### src/rtl/status_pkg.sv
package status_pkg;
  typedef enum logic [2:0] {
    ALU_ADD  = 3'd0,
    ALU_SUB  = 3'd1,
    ALU_AND  = 3'd2,
    ALU_OR   = 3'd3,
    ALU_XOR  = 3'd4,
    ALU_PASS = 3'd5
  } alu_op_e;

  localparam int ST_W  = 8;
  localparam int ST_TO = 4;
  localparam int ST_PD = 3;
  localparam int ST_Z  = 2;
  localparam int ST_DC = 1;
  localparam int ST_C  = 0;

  typedef struct packed {
    logic z;
    logic dc;
    logic c;
    logic arith;
  } flag_res_t;
endpackage

### src/rtl/status_flag_calc.sv
module status_flag_calc
  import status_pkg::*;
#(
  parameter int DATA_W = 8,
  parameter int NIB_W  = 4
) (
  input  logic [DATA_W-1:0] a,
  input  logic [DATA_W-1:0] b,
  input  logic [2:0]        op,
  output flag_res_t         res
);
  logic              is_sub;
  logic [DATA_W-1:0] b_eff;
  logic [DATA_W:0]   sum;
  logic [DATA_W-1:0] result;

  always_comb begin
    is_sub = (op == ALU_SUB);
    b_eff  = is_sub ? ~b : b;
    sum    = {1'b0, a} + {1'b0, b_eff} + {{DATA_W{1'b0}}, is_sub};
    res.arith = 1'b0;
    case (op)
      ALU_ADD, ALU_SUB: begin
        result    = sum[DATA_W-1:0];
        res.arith = 1'b1;
      end
      ALU_AND: result = a & b;
      ALU_OR:  result = a | b;
      ALU_XOR: result = a ^ b;
      default: result = a;
    endcase
    res.z  = ~|result;
    res.c  = sum[DATA_W];
    // carry into bit NIB_W, recovered from the sum bit and the two operand bits
    res.dc = sum[NIB_W] ^ a[NIB_W] ^ b_eff[NIB_W];
  end
endmodule

### src/rtl/status_cause_track.sv
module status_cause_track (
  input  logic to_cur,
  input  logic pd_cur,
  input  logic evt_pwrup,
  input  logic evt_wdt_clr,
  input  logic evt_sleep,
  input  logic evt_wdt_tmo,
  output logic to_nx,
  output logic pd_nx
);
  always_comb begin
    to_nx = to_cur;
    pd_nx = pd_cur;
    if (evt_pwrup) begin
      to_nx = 1'b1;
      pd_nx = 1'b1;
    end else if (evt_wdt_tmo) begin
      to_nx = 1'b0;
    end else if (evt_sleep) begin
      to_nx = 1'b1;
      pd_nx = 1'b0;
    end else if (evt_wdt_clr) begin
      to_nx = 1'b1;
      pd_nx = 1'b1;
    end
  end
endmodule

### src/rtl/status_flag_merge.sv
module status_flag_merge
  import status_pkg::*;
#(
  parameter int FLAG_W = 3
) (
  input  logic [FLAG_W-1:0] cur,
  input  logic              flag_en,
  input  logic              wr_en,
  input  logic [FLAG_W-1:0] wr_bits,
  input  flag_res_t         res,
  output logic [FLAG_W-1:0] nx
);
  always_comb begin
    nx = cur;
    if (flag_en) begin
      nx[ST_Z] = res.z;
      if (res.arith) begin
        nx[ST_DC] = res.dc;
        nx[ST_C]  = res.c;
      end
    end else if (wr_en) begin
      nx = wr_bits;
    end
  end
endmodule

### src/rtl/cpu_status_reg.sv
module cpu_status_reg
  import status_pkg::*;
#(
  parameter int DATA_W = 8,
  parameter int NIB_W  = 4
) (
  input  logic              clk,
  input  logic              rst,
  input  logic [DATA_W-1:0] alu_a,
  input  logic [DATA_W-1:0] alu_b,
  input  logic [2:0]        alu_op,
  input  logic              flag_en,
  input  logic              wr_en,
  input  logic [ST_W-1:0]   wr_data,
  input  logic              evt_pwrup,
  input  logic              evt_wdt_clr,
  input  logic              evt_sleep,
  input  logic              evt_wdt_tmo,
  output logic [ST_W-1:0]   status_q
);
  localparam int FLAG_W = ST_Z + 1;
  localparam int USED_W = ST_TO + 1;

  flag_res_t         res;
  logic [FLAG_W-1:0] flags_q, flags_nx;
  logic              to_q, pd_q, to_nx, pd_nx;

  status_flag_calc #(.DATA_W(DATA_W), .NIB_W(NIB_W)) calc_i (
    .a(alu_a), .b(alu_b), .op(alu_op), .res(res)
  );

  status_flag_merge #(.FLAG_W(FLAG_W)) merge_i (
    .cur(flags_q), .flag_en(flag_en), .wr_en(wr_en),
    .wr_bits(wr_data[FLAG_W-1:0]), .res(res), .nx(flags_nx)
  );

  status_cause_track cause_i (
    .to_cur(to_q), .pd_cur(pd_q),
    .evt_pwrup(evt_pwrup), .evt_wdt_clr(evt_wdt_clr),
    .evt_sleep(evt_sleep), .evt_wdt_tmo(evt_wdt_tmo),
    .to_nx(to_nx), .pd_nx(pd_nx)
  );

  always_ff @(posedge clk) begin
    if (rst) begin
      flags_q <= '0;
      to_q    <= 1'b1;
      pd_q    <= 1'b1;
    end else begin
      flags_q <= flags_nx;
      to_q    <= to_nx;
      pd_q    <= pd_nx;
    end
  end

  always_comb begin
    status_q              = '0;
    status_q[FLAG_W-1:0]  = flags_q;
    status_q[ST_PD]       = pd_q;
    status_q[ST_TO]       = to_q;
  end

  // unimplemented positions are tied low
  for (genvar gi = USED_W; gi < ST_W; gi++) begin : g_unimpl
    logic unused_wr;
    assign unused_wr = wr_data[gi];
  end
endmodule

### config.mk
export PLATFORM = sky130hd
export DESIGN_NAME = cpu_status_reg
export DESIGN_NICKNAME = d
export VERILOG_FILES = /design/src/rtl/status_pkg.sv /design/src/rtl/status_flag_calc.sv /design/src/rtl/status_cause_track.sv /design/src/rtl/status_flag_merge.sv /design/src/rtl/cpu_status_reg.sv
export SDC_FILE = /design/constraint.sdc
export NUM_CORES = 1
export LEC_CHECK = 0
export ABC_AREA = 1
export BUFFER_PORTS_ARGS = -buffer_cell sky130_fd_sc_hd__buf_2
export CAP_MARGIN = 15
export CORE_UTILIZATION = 45
export CTS_BUF_LIST = sky130_fd_sc_hd__clkbuf_8
export DETAILED_ROUTE_END_ITERATION = 7
export PLACE_DENSITY = 0.73
export REMOVE_ABC_BUFFERS = 1
export SYNTH_ARGS = -nofsm -noshare
export SYNTH_HDL_FRONTEND = slang
export SYNTH_SLANG_ARGS = --single-unit
### constraint.sdc
create_clock -name clk -period 2.7 [get_ports clk]
set_clock_uncertainty 0.1 [all_clocks]
set_input_delay 0.54 -clock clk [delete_from_list [all_inputs] [get_ports clk]]
set_output_delay 0.54 -clock clk [all_outputs]
set_load 0.005 [all_outputs]
==> key figures <==
Outcome
  – Outcome: finished, final reports clean

Clock network
  – Post-CTS Setup Bufs: 0
  – Clk_lat worst skew: 0.22 ns
  – CTS buffer count: 3
  – Root buffer cell: clkbuf_8
  – CTS Sinks: 5
  – Post-cts sizing count: 0
  – CTS tree: built
  – H-tree depth: 1
  – Clock transition at the registers of the reported paths: 0.04 ns
  – Quantity of hold-fixing buffers added after cts: 0
  – CTS max path bufs: 2

Power and ir drop
  – Internal power: about 0.00028 W
  – Clock power frac: 0.305
  – Reg power frac: 0.182
  – Lkg Pwr: 0.880 nW
  – Combinational power share: 0.514
  – Net Sw Frac: 0.392
  – Psw: 0.000178 W
  – Max rail drop VDD: 326 uV
  – PwrDens: 310 nW/um^2

Yosys
  – Synth warn: 0
  – Library cells used by synthesis: 26
  – Cell area after synthesis: 1230 sq um
  – Number of synthesized register bits: 5
  – Sequential area share after synthesis: 0.0814
  – Syn Inst Count: about 190
  – Post-Syn Area per Cell: 6.34 sq um

Placement
  – Dpl cells: around 260
  – Dpl hpwl: about 2200 um
  – Placer Congestion: just over 0.8
  – Dpl ws: -0.0121 ns
  – PortBufs: 34

Timing
  – Fin crit period: 2.49 ns
  – Hold Vio Cnt, Final: 0
  – Setup violators final: 0
  – Final Slew Violations: 0
  – Tcrit/Tclk final: 0.922
  – Final worst setup slack: 0.211 ns
  – Unrepaired setup endpoints after global routing: false
  – Fmax: approximately 0.4 GHz

Route
  – DRC: 0
  – Drt wl/cell: roughly 10 um
  – Wirelength, routed: between 2000 and 3000 um
  – Initial DRC count: 23
  – Vias per cell: around 4.7
  – DRT antenna net count: 0
  – Via count: 1230
  – Drt pass-1 iters: 4

Layout
  – Post-Layout Cell Count: 261
  – Nets: 291
  – Multi-input logic area: 946 sq um
  – Register Area: 100 sq um
  – # fillers: 260
  – Share of cells above drive strength 1: 0.199
  – Antenna diodes: 0
  – P&R area growth vs syn: 19.3%

Global routing
  – Antenna violations before repair: 0
  – Vias in the first global route: 1023
  – Grt total ovfl: 0
  – Pin count of the biggest net entering global routing: 9
  – GRT Util Overall: 0.187
  – First-pass GRT wire length: around 4000 um

Worst setup path
  – Critical path class: in -> reg
  – CP Max Fanout: 7
  – Worst endpoint data arrival time: 2.55 ns
  – Startpoint types: input pin
  – WP data required: approximately 2.8 ns
  – Setup crit end kind: flip-flop

Min path
  – HP Class: reg -> reg

Run
  – Max Cap Violations: 0

Floorplan
  – DIE HEIGHT: 54.3 um
  – Cell Rows: 18
  – Starting Density: 0.488
  – CORE AREA: 2520 sq um
  – Die Span X: approximately 54 um
  – Die area: between 2000 and 3000 sq um
  – # IOs: 43
per-stage QoR:
step                      cell area [sq um]  utilization  hold slack (ns)  setup TNS (ns)  power, W
after floorplan                        1200            -            0.366               0  0.000244
after global placement                 1420        0.564            0.359               0  0.000315
after detailed placement               1420        0.564            0.359         -0.0121  0.000317
after CTS                              1470        0.582            0.369               0  0.000461
after global routing                   1470        0.582            0.403               0  0.000497
final                                  1470        0.582            0.362               0  0.000454
cells by family (layout without fill, tap and decap cells):
kind of cell / after synthesis / after routing / synth area share
compound gates: 23 / 23 / 0.109
xor+xnor: 10 / 10 / 0.0926
fa+ha+maj: 24 / 24 / 0.250
buf+inv: 46 / 81 / 0.156
flops: 5 / 5 / 0.0814
other cells: 1 / 3 / 0.00305
simple gates: 85 / 85 / 0.308
critical path, stage by stage:
cell and delay [ns]:
buf_2 0.13, nor2_4 0.22, nand2_8 0.12, xor2_1 0.16, ha_1 0.33, or2_2 0.31, nand3_1 0.07, nand4_1 0.14
or2_2 0.30, nand2_1 0.07, nand2_1 0.05, a21oi_1 0.10
cell usage in the layout, fill, tap and decap left out, types with 4 or more instances in the layout:
cell type	n
a21oi_1	9
buf_2	34
dfxtp_1	5
ha_1	23
inv_1	42
nand2_1	45
nand3_1	9
nand4_1	5
nor2_1	17
nor3_1	4
o21ai_0	7
xor2_1	7
registers in the layout (all words and copies together) (netlist names):
signal   cells
flags_q      3
pd_q         1
to_q         1
path summary, 6_finish.rpt:
check	from	depth (start not counted)	endpoint	slack, ns
worst max register to register	flags_q[2]	2	flags_q[2]	1.87
worst max-delay path	alu_op[2]	12	flags_q[2]	0.21
worst min register to register	pd_q	2	pd_q	0.36
worst min-delay path	pd_q	2	pd_q	0.36
metal layers:
layer | routed length, um | share of wire | GRT usage | vias to the layer above
met5 | 0 | 0 | 0 | -
met4 | 0 | 0 | 0.0256 | 0
met3 | 80 | 0.031 | 0.0250 | 0
met2 | 1190 | 0.47 | 0.315 | 26
met1 | 1280 | 0.50 | 0.257 | 530
li1 | - | - | - | 674
synthesized netlist by cell type (all sizes together):
cell     n  area (sq um)
nand2   46           189
inv     41           154
ha      23           288
nor2    18          75.1
a21oi   10          53.8
nand3    9          45.0
xor2     9           105
o21ai    7          35.0
buf      5          37.5
dfxtp    5           100
nand4    5          31.3
nor3     4          20.0
o211ai   3          22.5
or2      2          12.5
a21o     1          7.51
and2     1          6.26
conb     1          3.75
fa       1          20.0
o21bai   1          7.51
o31ai    1          7.51
xnor2    1          8.76
layout make-up:
| class | count | share of cell area |
|---|---|---|
| Inverter | 41 | 0.105 |
| Timing Repair Buffer | 36 | 0.126 |
| Clock inverter | 1 | 0.00256 |
| Clock buffer | 3 | 0.0281 |
| Tap cell | 30 | 0.0256 |
| Sequential cell | 5 | 0.0682 |
| Multi-Input combinational cell | 145 | 0.645 |
power by group through the flow:
stage	combinational, W	sequential [W]	clock (W)
finish	0.000233	0.0000826	0.000138
global route	0.000269	0.0000834	0.000144
CTS	0.000235	0.0000826	0.000143
detailed placement	0.000233	0.0000836	0
global placement	0.000231	0.0000834	0
floorplan	0.000160	0.0000843	0
Note: power is estimated with default switching activity, not from simulation.
